<file path="config.mk">
export PLATFORM = sky130hd
export DESIGN_NAME = tpm_spi_engine
export DESIGN_NICKNAME = d
export VERILOG_FILES = /design/src/rtl/tpmx_pkg.sv /design/src/rtl/tpmx_decode.sv /design/src/rtl/tpmx_hwregs.sv /design/src/rtl/tpmx_mbox.sv /design/src/rtl/tpm_spi_engine.sv
export SDC_FILE = /design/constraint.sdc
export NUM_CORES = 1
export LEC_CHECK = 0
export CAP_MARGIN = 5
export CORE_ASPECT_RATIO = 0.9
export CORE_MARGIN = 5
export CORE_UTILIZATION = 60
export DETAILED_ROUTE_END_ITERATION = 8
export DONT_BUFFER_PORTS = 1
export PLACE_DENSITY = 0.8
export SLEW_MARGIN = 40
export SYNTH_ARGS = -nofsm -noshare
export SYNTH_HDL_FRONTEND = slang
export SYNTH_SLANG_ARGS = --single-unit
</file>
<file path="constraint.sdc">
create_clock -name clk_i -period 2.7 [get_ports clk_i]
set_input_delay 0.405 -clock clk_i [delete_from_list [all_inputs] [get_ports clk_i]]
set_output_delay 0.405 -clock clk_i [all_outputs]
set_load 0.005 [all_outputs]
</file>
<file path="src/rtl/tpmx_pkg.sv">
package tpmx_pkg;

   typedef enum logic [2:0] {
      ST_IDLE,
      ST_ADDR,
      ST_FLOW,
      ST_DATA,
      ST_DONE
   } tpmx_st_e;

   typedef enum logic [1:0] {
      SEL_NONE,
      SEL_ACC,
      SEL_STS,
      SEL_ID
   } tpmx_sel_e;

   localparam logic [7:0] BYTE_WAIT  = 8'h00;
   localparam logic [7:0] BYTE_START = 8'h01;
   localparam logic [7:0] BYTE_IDLE  = 8'hFF;

endpackage

</file>
<file path="src/rtl/tpmx_decode.sv">
module tpmx_decode
   import tpmx_pkg::*;
#(
   parameter int          NUM_LOC = 5,
   parameter logic [7:0]  BASE_HI = 8'hD4,
   parameter logic [11:0] OFF_ACC = 12'h000,
   parameter logic [11:0] OFF_STS = 12'h018,
   parameter logic [11:0] OFF_ID  = 12'hF00
) (
   input  logic       rd_i,
   input  logic [7:0] hi_i,
   input  logic [3:0] loc_i,
   input  logic [9:0] word_i,
   input  logic       crb_i,
   input  logic       hwdis_i,
   input  logic       invloc_i,
   output tpmx_sel_e  sel_o,
   output logic       hw_o
);

   localparam logic [4:0] LOC_LIMIT = 5'(NUM_LOC);

   logic loc_bad;

   always_comb begin
      sel_o = SEL_NONE;
      if (hi_i == BASE_HI) begin
         if (word_i == OFF_ACC[11:2])      sel_o = SEL_ACC;
         else if (word_i == OFF_STS[11:2]) sel_o = SEL_STS;
         else if (word_i == OFF_ID[11:2])  sel_o = SEL_ID;
      end
   end

   assign loc_bad = ({1'b0, loc_i} >= LOC_LIMIT);
   assign hw_o    = rd_i && (sel_o != SEL_NONE) && !crb_i && !hwdis_i
                    && !(loc_bad && invloc_i);

endmodule

</file>
<file path="src/rtl/tpmx_hwregs.sv">
module tpmx_hwregs
   import tpmx_pkg::*;
#(
   parameter int NUM_LOC = 5,
   parameter int ACT_BIT = 5
) (
   input  logic                 clk_i,
   input  logic                 rst_ni,
   input  logic                 sample_i,
   input  logic [NUM_LOC*8-1:0] acc_i,
   input  logic [31:0]          sts_i,
   input  logic [31:0]          id_i,
   input  logic [3:0]           loc_i,
   input  tpmx_sel_e            sel_i,
   input  logic [1:0]           idx_i,
   output logic [7:0]           byte_o
);

   localparam logic [4:0] LOC_LIMIT = 5'(NUM_LOC);

   logic [NUM_LOC*8-1:0] acc_q;
   logic [31:0]          sts_q, id_q;
   logic [NUM_LOC-1:0]   hit;
   logic [7:0]           acc_cur;
   logic [31:0]          word;
   logic                 loc_ok;

   // shadow copies, refreshed only between transactions
   always_ff @(posedge clk_i or negedge rst_ni) begin
      if (!rst_ni) begin
         acc_q <= '0;
         sts_q <= '0;
         id_q  <= '0;
      end else if (sample_i) begin
         acc_q <= acc_i;
         sts_q <= sts_i;
         id_q  <= id_i;
      end
   end

   for (genvar g = 0; g < NUM_LOC; g++) begin : g_loc
      assign hit[g] = (loc_i == 4'(g));
   end

   always_comb begin
      acc_cur = '0;
      for (int i = 0; i < NUM_LOC; i++) begin
         acc_cur = acc_cur | (acc_q[8*i +: 8] & {8{hit[i]}});
      end
   end

   assign loc_ok = ({1'b0, loc_i} < LOC_LIMIT);

   always_comb begin
      word = '1;
      if (loc_ok) begin
         case (sel_i)
            SEL_ACC: word = {24'h0, acc_cur};
            SEL_STS: word = acc_cur[ACT_BIT] ? sts_q : '1;
            SEL_ID:  word = id_q;
            default: word = '1;
         endcase
      end
   end

   assign byte_o = word[{idx_i, 3'b000} +: 8];

endmodule

</file>
<file path="src/rtl/tpmx_mbox.sv">
module tpmx_mbox #(
   parameter int W = 32
) (
   input  logic         clk_i,
   input  logic         rst_ni,
   input  logic         push_i,
   input  logic [W-1:0] data_i,
   input  logic         pop_i,
   output logic         valid_o,
   output logic [W-1:0] data_o
);

   always_ff @(posedge clk_i or negedge rst_ni) begin
      if (!rst_ni) begin
         valid_o <= 1'b0;
         data_o  <= '0;
      end else if (push_i && !valid_o) begin
         valid_o <= 1'b1;
         data_o  <= data_i;
      end else if (pop_i) begin
         valid_o <= 1'b0;
      end
   end

endmodule

</file>
<file path="src/rtl/tpm_spi_engine.sv">
module tpm_spi_engine
   import tpmx_pkg::*;
#(
   parameter int          NUM_LOC = 5,
   parameter int          LEN_W   = 6,
   parameter int          ACT_BIT = 5,
   parameter logic [7:0]  BASE_HI = 8'hD4,
   parameter logic [11:0] OFF_ACC = 12'h000,
   parameter logic [11:0] OFF_STS = 12'h018,
   parameter logic [11:0] OFF_ID  = 12'hF00
) (
   input  logic                 clk_i,
   input  logic                 rst_ni,
   input  logic                 cs_ni,
   input  logic                 byte_vld_i,
   input  logic [7:0]           rx_byte_i,
   output logic [7:0]           tx_byte_o,
   input  logic                 cfg_en_i,
   input  logic                 cfg_crb_i,
   input  logic                 cfg_hwdis_i,
   input  logic                 cfg_invloc_i,
   input  logic [NUM_LOC*8-1:0] acc_i,
   input  logic [31:0]          sts_i,
   input  logic [31:0]          id_i,
   output logic                 mb_valid_o,
   output logic [31:0]          mb_data_o,
   input  logic                 mb_pop_i,
   output logic                 irq_o,
   input  logic                 rd_ready_i,
   input  logic [7:0]           rd_data_i,
   output logic                 rd_pop_o,
   input  logic                 wr_empty_i,
   output logic                 wr_push_o,
   output logic [7:0]           wr_data_o
);

   localparam int         ADDR_W     = 24;
   localparam int         ADDR_BYTES = ADDR_W / 8;
   localparam int         MB_W       = 8 + ADDR_W;
   localparam logic [1:0] ACNT_LAST  = 2'(ADDR_BYTES - 1);

   if (NUM_LOC < 1 || NUM_LOC > 16) begin : g_bad_loc
      $error("NUM_LOC must lie in 1..16");
   end
   if (LEN_W < 2 || LEN_W > 6) begin : g_bad_len
      $error("LEN_W must lie in 2..6");
   end
   if (ACT_BIT < 0 || ACT_BIT > 7) begin : g_bad_act
      $error("ACT_BIT must address a bit of a byte");
   end

   tpmx_st_e          st_q;
   logic [1:0]        acnt_q;
   logic [7:0]        cmd_q;
   logic [ADDR_W-1:0] addr_q;
   logic [LEN_W-1:0]  dcnt_q;
   logic              posted_q, hw_q;

   logic       is_rd, hw_route, go, mb_push;
   tpmx_sel_e  sel;
   logic [7:0] hw_byte;
   logic [1:0] idx;

   assign is_rd = cmd_q[7];
   assign idx   = addr_q[1:0] + dcnt_q[1:0];

   tpmx_decode #(
      .NUM_LOC (NUM_LOC),
      .BASE_HI (BASE_HI),
      .OFF_ACC (OFF_ACC),
      .OFF_STS (OFF_STS),
      .OFF_ID  (OFF_ID)
   ) u_decode (
      .rd_i     (is_rd),
      .hi_i     (addr_q[23:16]),
      .loc_i    (addr_q[15:12]),
      .word_i   (addr_q[11:2]),
      .crb_i    (cfg_crb_i),
      .hwdis_i  (cfg_hwdis_i),
      .invloc_i (cfg_invloc_i),
      .sel_o    (sel),
      .hw_o     (hw_route)
   );

   tpmx_hwregs #(
      .NUM_LOC (NUM_LOC),
      .ACT_BIT (ACT_BIT)
   ) u_hwregs (
      .clk_i    (clk_i),
      .rst_ni   (rst_ni),
      .sample_i (cs_ni),
      .acc_i    (acc_i),
      .sts_i    (sts_i),
      .id_i     (id_i),
      .loc_i    (addr_q[15:12]),
      .sel_i    (sel),
      .idx_i    (idx),
      .byte_o   (hw_byte)
   );

   tpmx_mbox #(
      .W (MB_W)
   ) u_mbox (
      .clk_i   (clk_i),
      .rst_ni  (rst_ni),
      .push_i  (mb_push),
      .data_i  ({cmd_q, addr_q}),
      .pop_i   (mb_pop_i),
      .valid_o (mb_valid_o),
      .data_o  (mb_data_o)
   );

   assign irq_o = mb_valid_o;

   assign mb_push = (st_q == ST_FLOW) && !cs_ni && !hw_route && !posted_q && !mb_valid_o;
   assign go      = hw_route || (posted_q && (is_rd ? rd_ready_i : wr_empty_i));

   always_ff @(posedge clk_i or negedge rst_ni) begin
      if (!rst_ni) begin
         st_q     <= ST_IDLE;
         acnt_q   <= '0;
         cmd_q    <= '0;
         addr_q   <= '0;
         dcnt_q   <= '0;
         posted_q <= 1'b0;
         hw_q     <= 1'b0;
      end else if (cs_ni) begin
         st_q     <= ST_IDLE;
         acnt_q   <= '0;
         posted_q <= 1'b0;
      end else begin
         case (st_q)
            ST_IDLE: if (byte_vld_i && cfg_en_i) begin
               cmd_q  <= rx_byte_i;
               acnt_q <= '0;
               st_q   <= ST_ADDR;
            end
            ST_ADDR: if (byte_vld_i) begin
               addr_q <= {addr_q[ADDR_W-9:0], rx_byte_i};
               acnt_q <= acnt_q + 2'd1;
               if (acnt_q == ACNT_LAST) begin
                  st_q     <= ST_FLOW;
                  posted_q <= 1'b0;
               end
            end
            ST_FLOW: begin
               if (mb_push) posted_q <= 1'b1;
               if (byte_vld_i && go) begin
                  st_q   <= ST_DATA;
                  dcnt_q <= '0;
                  hw_q   <= hw_route;
               end
            end
            ST_DATA: if (byte_vld_i) begin
               dcnt_q <= dcnt_q + 1'b1;
               if (dcnt_q == cmd_q[LEN_W-1:0]) st_q <= ST_DONE;
            end
            ST_DONE: ;
            default: st_q <= ST_IDLE;
         endcase
      end
   end

   always_comb begin
      case (st_q)
         ST_ADDR: tx_byte_o = (acnt_q == ACNT_LAST) ? BYTE_WAIT : BYTE_IDLE;
         ST_FLOW: tx_byte_o = go ? BYTE_START : BYTE_WAIT;
         ST_DATA: tx_byte_o = !is_rd ? BYTE_IDLE : (hw_q ? hw_byte : rd_data_i);
         default: tx_byte_o = BYTE_IDLE;
      endcase
   end

   assign rd_pop_o  = (st_q == ST_DATA) && byte_vld_i && !cs_ni && is_rd && !hw_q;
   assign wr_push_o = (st_q == ST_DATA) && byte_vld_i && !cs_ni && !is_rd;
   assign wr_data_o = rx_byte_i;

endmodule

</file>
==> run summary <==
Die span in y: 124 um
Area delta synth->final: 13.1%
Worst clock skew: 0.00941 ns
Worst Path Required: 2.30 ns
Post-layout min period: 2.96 ns
Post-synth EDFFs: 0
DR vias: 5414
Leak pwr: 4.14 nW
Port bufs: 0
First-pass GRT wire length: 32000 um
Power Dens Cells: 1020 nW/um^2
Min-Delay Path Class: in -> async
Worst-path maximum fanout: 15
Reg clk slew, reported paths: 0.06 ns
WHS: -0.323 ns
GRT Total Usage: 25.1%
Met1 Use GR: 30.7%
Most frequent cells in the layout: dfrtp_1, mux2_2, buf_4
GR peak layer: met2
Status: finished, violations left
Worst Max-Slew Pin Slew: 0.682 ns
DIE WIDTH: 136 um
Die area: 16900 um^2
WL/cell: 23.4 um
FF+latch count, synth: 182
VDD IR max: 0.603 mV
Setup slack after layout: -0.258 ns
Slew Limit Fails: 0
# setup viols final: 8
Final Hold Viols: 182
Most common cell after layout, fill and taps aside: dfrtp_1
Yosys warning total: 0
Share of post-route cells with drive strength above 1: 45.3%
Highest Clock Rate: 338 MHz
IO Pins: 183
Yosys cell types: 63
Worst r2r src: addr_q[13]
Initial Utilization: 61.4%
Largest net degree at the start of global routing: 183
Register-to-register setup slack: 0.26 ns
CTS tree: yes
Global placement routability congestion: 0.905
Failing checks: hold timing, setup timing
Syn Nets: 785
Slew Limit Headroom: 54.3%
Mapped cell area: 8630 um^2
Initial antenna violation count: 6
# fillers: 997
Post-route clock period utilization: 110%
Crit path capture type: output pin
Clock tree buffer depth: 2
Pre-antenna DRT Iters: 7
CTS H-tree lvls: 4
Residual DRC: 0
Core ar.: 14100 um^2
Placed Area: 8830 um^2
Reg2Reg Capture Point: u_mbox.data_o[29]
R2R cell count: 7
Ys async rst share: 100%
Routing usage on met3: 10.1%
Vias in the first global route: 5798
CP Class: reg -> out
Arrival @ worst endpoint: 2.55 ns
Max-cap violations: 0
Final nets: 796
Post-DP HPWL: 14000 um
Sequential fraction of the synthesis area: 52.8%
Startpoint Class: register
Detailed Route Iter0 Violations: 340
Mean Syn Cell Area: 13.3 um^2
RSZ-0062 raised after global routing: true
Setup TNS: -1.88 ns
Clock Latency Late Sink: 0.42 ns
Row count: 41
Post-Route WL: 20300 um
Cells after Synth: 651
Total gr overflow: 0
Clock sink count: 182
Remaining antenna violation count after routing: 0
Met2 usage: 41.8%
Num CTS Buffers: 17
Final instance area: 9770 um^2
DR vias/cell: 6.22
CTS root buffer: clkbuf_16
Ys flop type: dfrtp_1
==> routing by layer <==
layer	vias up	wire length (um)	share of wire [%]
li1	2426	-	-
met1	2772	8310	41
met2	188	10100	50
met3	22	1670	8.2
met4	6	173	0.85
met5	-	34	0.17
==> cells in the mapped netlist (9+ instances only) <==
cell,n,area share (%)
a21oi_1,25,1.4
clkbuf_1,24,1.0
nor3_1,10,0.58
mux2_2,155,20
a22oi_1,17,1.5
o21ai_0,16,0.93
xor2_1,9,0.91
nand2_1,27,1.2
mux2_4,28,4.9
dfrtp_1,182,53
nor2_1,21,0.91
buf_4,10,0.87
==> sequential cells by signal, indices dropped and copies added, names as in the netlist <==
register        cells
u_hwregs.acc_q     40
u_hwregs.id_q      32
u_hwregs.sts_q     32
u_mbox.data_o      32
addr_q             24
cmd_q               8
dcnt_q              6
st_q                3
acnt_q              2
hw_q                1
posted_q            1
u_mbox.valid_o      1
==> layout make-up <==
| class | instances | area, um^2 | area share [%] |
|---|---|---|---|
| antenna | 3 | 7.51 | 0.0769 |
| clock buffer | 24 | 482 | 4.93 |
| clock inverter | 7 | 119 | 1.22 |
| inverter | 7 | 26.3 | 0.269 |
| multi-input combinational | 412 | 3920 | 40.1 |
| sequential | 182 | 4560 | 46.7 |
| tap | 193 | 241 | 2.47 |
| timing repair buffer | 42 | 415 | 4.25 |
==> timing repair <==
| item | CTS | global route |
|---|---|---|
| cloned | 3 | 0 |
| endpoints found under the setup margin | 8 | 8 |
| gates resized for setup | 27 | 16 |
| endpoints found under the hold margin | 182 | 182 |
| pin swaps | 14 | 13 |
| setup buffers | 8 | 3 |
==> cell families (layout without fill, tap and decap cells) <==
| group | Yosys count | in the layout | share of synthesized area (%) |
|---|---|---|---|
| flip-flops | 182 | 182 | 52.8 |
| other | 0 | 3 | 0 |
| AND/OR/NAND/NOR | 96 | 96 | 6.38 |
| multiplexers | 191 | 191 | 26.0 |
| XOR/XNOR | 14 | 14 | 1.42 |
| buffers and inverters | 57 | 80 | 3.91 |
| AO/OA/AOI/OAI | 108 | 108 | 9.07 |
| adder cells (fa/ha/maj) | 3 | 3 | 0.435 |
==> per-stage QoR <==
step                      hold WS [ns]  utilization, %  instances  setup WS, ns  power [mW]
after global placement           0.118            62.8        823        0.0275        7.01
after global routing            -0.356            69.5        869        -0.414        10.5
after floorplan                  0.109               -        651         0.270        6.22
after CTS                       -0.340            68.8        865        -0.279        9.83
after detailed placement         0.116            62.8        823        0.0614        7.11
final                           -0.323            69.5        870        -0.258        9.92
==> where the power goes <==
group / internal, mW / total (mW) / switching, mW
combinational: 1.72 / 3.27 / 1.55
sequential: 3.40 / 4.11 / 0.708
clock: 1.53 / 2.54 / 1.01
==> worst max-delay path: stages (launching register included) <==
cell and delay [ns]:
dfrtp_2 0.43, nor4_4 0.33, nand3_2 0.19, nor3_4 0.26, buf_4 0.15, buf_12 0.14, o21ai_1 0.07, a31oi_1 0.17
a21boi_1 0.09, o211ai_1 0.16, buf_4 0.15
==> worst max-delay path by stage <==
stage | from | end | cells after the start | slack (ns)
3_3_place_gp | addr_q[12] | tx_byte_o[5] | 7 | 0.03
3_5_place_dp | addr_q[12] | tx_byte_o[5] | 7 | 0.06
2_1_floorplan | dcnt_q[0] | tx_byte_o[5] | 7 | 0.27
6_report | addr_q[5] | tx_byte_o[6] | 10 | -0.26
5_1_grt | addr_q[5] | tx_byte_o[6] | 10 | -0.41
4_1_cts | addr_q[8] | tx_byte_o[2] | 8 | -0.28
(Power assumes the default switching activity.)
